===== src/rtl/pot_cmd_pkg.sv =====
package pot_cmd_pkg;
  localparam int BYTE_W = 8;
  localparam int WORD_W = 6;
  localparam int OP_W   = 4;

  localparam logic [OP_W-1:0] OP_RD_WIPER = 4'b1001;
  localparam logic [OP_W-1:0] OP_WR_WIPER = 4'b1010;
  localparam logic [OP_W-1:0] OP_RD_REG   = 4'b1011;
  localparam logic [OP_W-1:0] OP_WR_REG   = 4'b1100;
  localparam logic [OP_W-1:0] OP_REG2WIP  = 4'b1101;
  localparam logic [OP_W-1:0] OP_WIP2REG  = 4'b1110;
  localparam logic [OP_W-1:0] OP_ALL_R2W  = 4'b0001;
  localparam logic [OP_W-1:0] OP_ALL_W2R  = 4'b1000;
  localparam logic [OP_W-1:0] OP_STEP     = 4'b0010;
  localparam logic [OP_W-1:0] OP_STATUS   = 4'b0101;

  typedef enum logic [2:0] {
    ST_ID, ST_INSTR, ST_DATA, ST_STEP, ST_DONE, ST_DROP
  } frame_st_t;

  function automatic logic op_is_xfer(input logic [OP_W-1:0] op);
    return op == OP_REG2WIP || op == OP_WIP2REG || op == OP_ALL_R2W || op == OP_ALL_W2R;
  endfunction

  function automatic logic op_is_read(input logic [OP_W-1:0] op);
    return op == OP_RD_WIPER || op == OP_RD_REG || op == OP_STATUS;
  endfunction

  function automatic logic op_is_write(input logic [OP_W-1:0] op);
    return op == OP_WR_WIPER || op == OP_WR_REG;
  endfunction
endpackage


===== src/rtl/pot_sync.sv =====
module pot_sync #(
  parameter int W      = 4,
  parameter int STAGES = 2
) (
  input  logic         clk,
  input  logic         rst_n,
  input  logic [W-1:0] din,
  output logic [W-1:0] q,
  output logic [W-1:0] q_prev
);
  logic [STAGES-1:0][W-1:0] stg;

  always_ff @(posedge clk or negedge rst_n) begin
    if (!rst_n) begin
      stg    <= '0;
      q_prev <= '0;
    end else begin
      stg[0] <= din;
      for (int s = 1; s < STAGES; s++) stg[s] <= stg[s-1];
      q_prev <= stg[STAGES-1];
    end
  end

  assign q = stg[STAGES-1];
endmodule


===== src/rtl/pot_frame.sv =====
module pot_frame
  import pot_cmd_pkg::*;
#(
  parameter logic [3:0] TYPE_CODE = 4'b0101
) (
  input  logic              clk,
  input  logic              rst_n,
  input  logic              cs_s,
  input  logic              cs_prev,
  input  logic              sck_s,
  input  logic              sck_rise,
  input  logic              si_s,
  input  logic              hold_s,
  input  logic [1:0]        dev_addr,
  output logic              active,
  output logic              paused,
  output logic              cmd_valid,
  output logic [OP_W-1:0]   cmd_op,
  output logic              cmd_pot,
  output logic [1:0]        cmd_reg,
  output logic [WORD_W-1:0] cmd_data,
  output logic              cmd_up
);
  frame_st_t         st;
  logic [BYTE_W-1:0] sh;
  logic [2:0]        bitn;
  logic [OP_W-1:0]   op_q;
  logic              pot_q;
  logic [1:0]        reg_q;

  logic              cs_fall, take, byte_done, id_ok;
  logic [BYTE_W-1:0] nb;

  assign cs_fall   = cs_prev & ~cs_s;
  assign take      = sck_rise & active & ~paused;
  assign nb        = {sh[BYTE_W-2:0], si_s};
  assign byte_done = take && (bitn == 3'd7);
  assign id_ok     = (nb[7:4] == TYPE_CODE) && (nb[3:2] == 2'b00) && (nb[1:0] == dev_addr);

  always_ff @(posedge clk or negedge rst_n) begin
    if (!rst_n) begin
      active <= 1'b0;
      paused <= 1'b0;
    end else begin
      if (cs_fall) active <= 1'b1;
      else if (cs_s) active <= 1'b0;
      if (!sck_s) paused <= ~hold_s;
    end
  end

  always_ff @(posedge clk or negedge rst_n) begin
    if (!rst_n) begin
      st        <= ST_ID;
      sh        <= '0;
      bitn      <= '0;
      op_q      <= '0;
      pot_q     <= 1'b0;
      reg_q     <= '0;
      cmd_valid <= 1'b0;
      cmd_op    <= '0;
      cmd_pot   <= 1'b0;
      cmd_reg   <= '0;
      cmd_data  <= '0;
      cmd_up    <= 1'b0;
    end else begin
      cmd_valid <= 1'b0;
      if (cs_fall) begin
        st   <= ST_ID;
        bitn <= '0;
      end else if (take) begin
        sh   <= nb;
        bitn <= bitn + 3'd1;
        unique case (st)
          ST_ID: if (byte_done) st <= id_ok ? ST_INSTR : ST_DROP;
          ST_INSTR: if (byte_done) begin
            op_q  <= nb[7:4];
            reg_q <= nb[3:2];
            pot_q <= nb[0];
            if (nb[1]) begin
              st <= ST_DROP;
            end else if (op_is_xfer(nb[7:4]) || op_is_read(nb[7:4])) begin
              cmd_valid <= 1'b1;
              cmd_op    <= nb[7:4];
              cmd_reg   <= nb[3:2];
              cmd_pot   <= nb[0];
              st        <= op_is_read(nb[7:4]) ? ST_DATA : ST_DONE;
            end else if (op_is_write(nb[7:4])) begin
              st <= ST_DATA;
            end else if (nb[7:4] == OP_STEP) begin
              st <= ST_STEP;
            end else begin
              st <= ST_DROP;
            end
          end
          ST_DATA: if (byte_done) begin
            if (op_is_write(op_q)) begin
              cmd_valid <= 1'b1;
              cmd_op    <= op_q;
              cmd_reg   <= reg_q;
              cmd_pot   <= pot_q;
              cmd_data  <= nb[WORD_W-1:0];
            end
            st <= ST_DONE;
          end
          ST_STEP: begin
            cmd_valid <= 1'b1;
            cmd_op    <= OP_STEP;
            cmd_reg   <= reg_q;
            cmd_pot   <= pot_q;
            cmd_up    <= si_s;
          end
          default: ;
        endcase
      end
    end
  end

  // a command only follows an unpaused edge inside an open frame
  assert_cmd_in_frame_R9: assert property (@(posedge clk) disable iff (!rst_n)
    cmd_valid |-> ($past(active) && !$past(paused)));

  assert_legal_op_R10: assert property (@(posedge clk) disable iff (!rst_n)
    cmd_valid |-> (op_is_xfer(cmd_op) || op_is_read(cmd_op) || op_is_write(cmd_op) || cmd_op == OP_STEP));

  assert_drop_silent_R1: assert property (@(posedge clk) disable iff (!rst_n)
    (st == ST_DROP) |=> !cmd_valid);
endmodule


===== src/rtl/pot_readout.sv =====
module pot_readout
  import pot_cmd_pkg::*;
(
  input  logic              clk,
  input  logic              rst_n,
  input  logic              load,
  input  logic [BYTE_W-1:0] load_byte,
  input  logic              sck_fall,
  input  logic              active,
  input  logic              paused,
  output logic              so,
  output logic              so_en
);
  logic [BYTE_W-1:0] sh;
  logic              armed, so_on, shift_en;

  assign shift_en = sck_fall & active & ~paused & armed;

  always_ff @(posedge clk or negedge rst_n) begin
    if (!rst_n) begin
      sh    <= '0;
      armed <= 1'b0;
      so_on <= 1'b0;
      so    <= 1'b0;
    end else if (!active) begin
      armed <= 1'b0;
      so_on <= 1'b0;
    end else if (load) begin
      sh    <= load_byte;
      armed <= 1'b1;
    end else if (shift_en) begin
      so    <= sh[BYTE_W-1];
      sh    <= {sh[BYTE_W-2:0], 1'b0};
      so_on <= 1'b1;
    end
  end

  assign so_en = so_on & active & ~paused;

  assert_so_on_fall_R5: assert property (@(posedge clk) disable iff (!rst_n)
    (so_on && $past(so_on) && !$past(shift_en)) |-> $stable(so));
endmodule


===== src/rtl/pot_cmd_if.sv =====
module pot_cmd_if
  import pot_cmd_pkg::*;
#(
  parameter int         SYNC_STAGES = 2,
  parameter logic [3:0] TYPE_CODE   = 4'b0101
) (
  input  logic              clk,
  input  logic              rst_n,
  input  logic              cs_n,
  input  logic              sck,
  input  logic              si,
  input  logic              hold_n,
  input  logic [1:0]        dev_addr,
  output logic              so,
  output logic              so_en,
  output logic              cmd_valid,
  output logic [OP_W-1:0]   cmd_op,
  output logic              cmd_pot,
  output logic [1:0]        cmd_reg,
  output logic [WORD_W-1:0] cmd_data,
  output logic              cmd_up,
  input  logic [WORD_W-1:0] rd_data,
  input  logic              wip
);
  localparam int NPINS = 4;

  logic [NPINS-1:0] pin_q, pin_p;
  logic cs_s, sck_s, si_s, hold_s, sck_rise, sck_fall;
  logic active, paused, load;
  logic [BYTE_W-1:0] load_byte;

  pot_sync #(.W(NPINS), .STAGES(SYNC_STAGES)) u_sync (
    .clk(clk), .rst_n(rst_n), .din({hold_n, si, sck, cs_n}), .q(pin_q), .q_prev(pin_p)
  );

  assign cs_s     = pin_q[0];
  assign sck_s    = pin_q[1];
  assign si_s     = pin_q[2];
  assign hold_s   = pin_q[3];
  assign sck_rise = pin_q[1] & ~pin_p[1];
  assign sck_fall = ~pin_q[1] & pin_p[1];

  pot_frame #(.TYPE_CODE(TYPE_CODE)) u_frame (
    .clk(clk), .rst_n(rst_n), .cs_s(cs_s), .cs_prev(pin_p[0]), .sck_s(sck_s),
    .sck_rise(sck_rise), .si_s(si_s), .hold_s(hold_s), .dev_addr(dev_addr),
    .active(active), .paused(paused), .cmd_valid(cmd_valid), .cmd_op(cmd_op),
    .cmd_pot(cmd_pot), .cmd_reg(cmd_reg), .cmd_data(cmd_data), .cmd_up(cmd_up)
  );

  assign load      = cmd_valid & op_is_read(cmd_op);
  assign load_byte = (cmd_op == OP_STATUS) ? {{(BYTE_W-1){1'b0}}, wip}
                                           : {{(BYTE_W-WORD_W){1'b0}}, rd_data};

  pot_readout u_readout (
    .clk(clk), .rst_n(rst_n), .load(load), .load_byte(load_byte), .sck_fall(sck_fall),
    .active(active), .paused(paused), .so(so), .so_en(so_en)
  );

  assert_so_quiet_R11: assert property (@(posedge clk) disable iff (!rst_n)
    so_en |-> !$past(cs_s));
endmodule


===== config.mk =====
export PLATFORM = sky130hd
export DESIGN_NAME = pot_cmd_if
export DESIGN_NICKNAME = d
export VERILOG_FILES = /design/src/rtl/pot_cmd_pkg.sv /design/src/rtl/pot_sync.sv /design/src/rtl/pot_frame.sv /design/src/rtl/pot_readout.sv /design/src/rtl/pot_cmd_if.sv
export SDC_FILE = /design/constraint.sdc
export NUM_CORES = 1
export LEC_CHECK = 0
export BUFFER_PORTS_ARGS = -buffer_cell sky130_fd_sc_hd__buf_4
export CAP_MARGIN = 25
export CORE_AREA = 3 3 71 73
export DETAILED_ROUTE_END_ITERATION = 8
export DIE_AREA = 0 0 74 76
export GPL_TIMING_DRIVEN = 0
export HOLD_SLACK_MARGIN = 0.15
export PLACE_DENSITY = 0.83
export SYNTH_ARGS = -nofsm -noshare
export SYNTH_HDL_FRONTEND = slang
export SYNTH_SLANG_ARGS = --single-unit

===== constraint.sdc =====
create_clock -name clk -period 4.15 [get_ports clk]
set_clock_uncertainty 0.05 [all_clocks]
set_input_delay 0.6225 -clock clk [delete_from_list [all_inputs] [get_ports clk]]
set_output_delay 0.6225 -clock clk [all_outputs]
set_load 0.005 [all_outputs]

==> flow_metrics.env <==
export IMPL_status="completed"
export IMPL_placement_rows=24
export IMPL_worstSetupEndpointType="flip-flop"
export IMPL_route_vias_total=1760
export IMPL_final_nets=275
export IMPL_ys_warn_count=0
export IMPL_power_density_cell_area_nw_per_um2=356
export IMPL_critical_path_slowest_cell="sky130_fd_sc_hd__dfrtp_1"
export IMPL_drc=0
export IMPL_antenna_diode_count=0
export IMPL_setup_viol_count_final=0
export IMPL_reg_largest_list="u_readout.sh (8), u_frame.sh (7), u_frame.cmd_data (6)"
export IMPL_seq_cells_post_synth=58
export IMPL_netlist_cell_type_count=41
export IMPL_insertion_delay_ns=0.33
export IMPL_critical_path_arrival_ns=2.17
export IMPL_buffer_cell_driving_the_clock_tree_root="sky130_fd_sc_hd__clkbuf_8"
export IMPL_post_cts_buffers=0
export IMPL_layout_drive_gt1_share_pct=35.9
export IMPL_layout_worst_path_cycle_share_pct=48.4
export IMPL_final_design_utilization_pct=71.0
export IMPL_grt_antenna_before_repair=0
export IMPL_cts_buffer_depth=2
export IMPL_number_of_enable_type_register_cells_in_the_synthesized_netlist=0
export IMPL_slowest_delay_ns=0.41
export IMPL_largest_reg_by_ff_count="u_readout.sh"
export IMPL_design_die_area_um2=5620
export IMPL_timing_worst_setup_path_type="flip-flop to flip-flop"
export IMPL_final_setup_tns_ns=0
export IMPL_postSynthCellCount=216
export IMPL_cts_max_level=3
export IMPL_fin_total_pwr_mw=1.12
export IMPL_path_max_fanout=9
export IMPL_cap_viol_max_count=0
export IMPL_drtPass1Iterations=4
export IMPL_cp_required_ns=4.32
export IMPL_finalWorstPathRequiredPeriod_ns=2.01
export IMPL_global_route_usage_total_pct=18.9
export IMPL_flip_flop_count_of_the_largest_register_after_layout=8
export IMPL_min_path_type="input port to async pin"
export IMPL_area_growth_syn_to_layout_pct=17.5
export IMPL_post_cts_resized=0
export IMPL_rsz0062_at_grt="no"
export IMPL_chipHeight_um=76
export IMPL_wirelength_um=4690
export IMPL_dpl_hpwl_um=3260
export IMPL_avgSynthCellArea_um2=12.3
export IMPL_p_leak_nw=1.51
export IMPL_cts_buffers=9
export IMPL_post_drt_via_cell_ratio=5.61
export IMPL_synth_flop_cell="sky130_fd_sc_hd__dfrtp_1"
export IMPL_fin_hold_viols=0
export IMPL_grt_start_max_net_pins=59
export IMPL_drtAntennaViolNets=0
export IMPL_crit_path_cell_trace="or3b_1 -> a21oi_4 -> mux2_2 -> mux2_1"
export IMPL_floorplan_initialDensity_pct=60.4
export IMPL_first_global_vias=1745
export IMPL_tritoncts="done"
export IMPL_synth_sequential_area_ratio_pct=54.4
export IMPL_mappedNetlistArea_um2=2670
export IMPL_global_route_wire_length_before_repair_um=8070
export IMPL_slew_violations=0
export IMPL_initialDrtViolationCount=84
export IMPL_async_flop_share_pct=100
export IMPL_synth_net_count=233
export IMPL_design_core_area_um2=4410
export IMPL_dieWidth_um=74
export IMPL_tritoncts_num_sinks=58
export IMPL_pin_slew_with_the_least_headroom_to_its_limit_ns=0.713
export IMPL_highest_ir_drop_seen_on_vdd_mv=0.273
export IMPL_start_kind="flip-flop"
export IMPL_floorplan_io_pins=32
export IMPL_timing_fmax_mhz=498
export IMPL_route_detailed_wl_per_inst_um=14.9
export IMPL_ctsHoldBuffers=0
export IMPL_final_weighted_congestion_in_routability_driven_placement=0.762
export IMPL_cts_clk_slew_worst_paths_ns=0.06
export IMPL_grt_remaining_overflow=0
export IMPL_relSlewSlack_pct=52.4
export IMPL_io_buffer_count=31
## critical path, delay by kind of cell, from the launching register on
kind	cells	cell delay [ns]
mux	2	0.67
flops	1	0.41
simple gates	1	0.41
compound gates	1	0.35
## worst paths after layout
check	start	end	slack, ns	cells after the start
max	u_frame.cmd_op[3]$_DFFE_PN0P_	u_readout.sh[4]$_DFFE_PN0P_	2.14	4
min	rst_n	u_frame.cmd_data[0]$_DFFE_PN0P_	0.29	1
max reg2reg	u_frame.cmd_op[3]$_DFFE_PN0P_	u_readout.sh[4]$_DFFE_PN0P_	2.14	4
min reg2reg	u_sync.stg[2]$_DFF_PN0_	u_sync.q[2]$_DFF_PN0_	0.30	0
max in group asynchronous	rst_n	u_sync.q[3]$_DFF_PN0_	3.28	1
min in group clk	u_sync.stg[2]$_DFF_PN0_	u_sync.q[2]$_DFF_PN0_	0.30	0
## layout by cell type (no fill, tap or decap), types with 6 or more instances in the layout
master and instances:
sky130_fd_sc_hd__nor2_1 8, sky130_fd_sc_hd__clkbuf_8 11, sky130_fd_sc_hd__nand2_1 25, sky130_fd_sc_hd__nand2b_1 10, sky130_fd_sc_hd__mux2_2 33, sky130_fd_sc_hd__xnor2_1 6, sky130_fd_sc_hd__o21ai_0 11, sky130_fd_sc_hd__dfrtp_1 58
sky130_fd_sc_hd__buf_4 32, sky130_fd_sc_hd__nor2b_1 9
## per-layer routing
metal	GRT usage (%)	vias to the layer above	part of all wire, %
met3	4.35	9	4.2
li1	-	836	-
met5	0	-	0
met1	24.9	880	46
met2	27.9	35	48
met4	11.6	0	2.3
## where the power goes
group / switching (mW) / internal, mW / leakage [nW] / total, mW
registers: 0.0219 / 0.582 / 0.780 / 0.604
clock network: 0.205 / 0.243 / 0.0920 / 0.447
logic: 0.0322 / 0.0338 / 0.639 / 0.0660
total: 0.259 / 0.859 / 1.51 / 1.12
## per-stage QoR
stage	worst slack [ns]	instance area (µm²)	instances	hold WS, ns
after floorplan	2.24	2670	216	0.277
after global placement	2.16	2970	299	0.282
after detailed placement	2.13	2970	299	0.289
after CTS	2.12	3140	314	0.301
after global routing	2.01	3140	314	0.306
final	2.14	3140	314	0.294
## logic make-up after synthesis
logic type | after synthesis | share of synthesized area, %
compound gates | 29 | 8.35
xor+xnor | 6 | 1.97
fa+ha+maj | 2 | 0.938
buf+inv | 11 | 1.92
flops | 58 | 54.4
mux | 40 | 16.8
simple gates | 70 | 15.6
## cell type report
cell class	instances	area, µm²
clock inverters	3	15.0
inverters	3	11.3
clock buffers	12	155
repair buffers	31	233
multi-input cells	147	1160
plain buffers	8	40.0
well taps	52	65.1
fillers	327	1280
flip-flops and latches	58	1450
## synthesized netlist by cell type (2+ instances only)
| cell | count | area, µm² |
|---|---|---|
| sky130_fd_sc_hd__dfrtp_1 | 58 | 1450 |
| sky130_fd_sc_hd__mux2_2 | 33 | 372 |
| sky130_fd_sc_hd__nand2_1 | 25 | 93.8 |
| sky130_fd_sc_hd__o21ai_0 | 11 | 55.1 |
| sky130_fd_sc_hd__nand2b_1 | 10 | 62.6 |
| sky130_fd_sc_hd__nor2b_1 | 9 | 56.3 |
| sky130_fd_sc_hd__nor2_1 | 8 | 30.0 |
| sky130_fd_sc_hd__xnor2_1 | 6 | 52.6 |
| sky130_fd_sc_hd__a21oi_1 | 5 | 25.0 |
| sky130_fd_sc_hd__buf_2 | 5 | 25.0 |
| sky130_fd_sc_hd__mux2_1 | 5 | 56.3 |
| sky130_fd_sc_hd__a22o_1 | 3 | 26.3 |
| sky130_fd_sc_hd__inv_1 | 3 | 11.3 |
| sky130_fd_sc_hd__and3_1 | 2 | 12.5 |
| sky130_fd_sc_hd__clkbuf_1 | 2 | 7.51 |
| sky130_fd_sc_hd__ha_1 | 2 | 25.0 |
| sky130_fd_sc_hd__mux2i_1 | 2 | 20.0 |
| sky130_fd_sc_hd__nand3_1 | 2 | 10.0 |
| sky130_fd_sc_hd__nand3b_1 | 2 | 15.0 |
| sky130_fd_sc_hd__o21a_1 | 2 | 15.0 |
(Power assumes the default switching activity.)
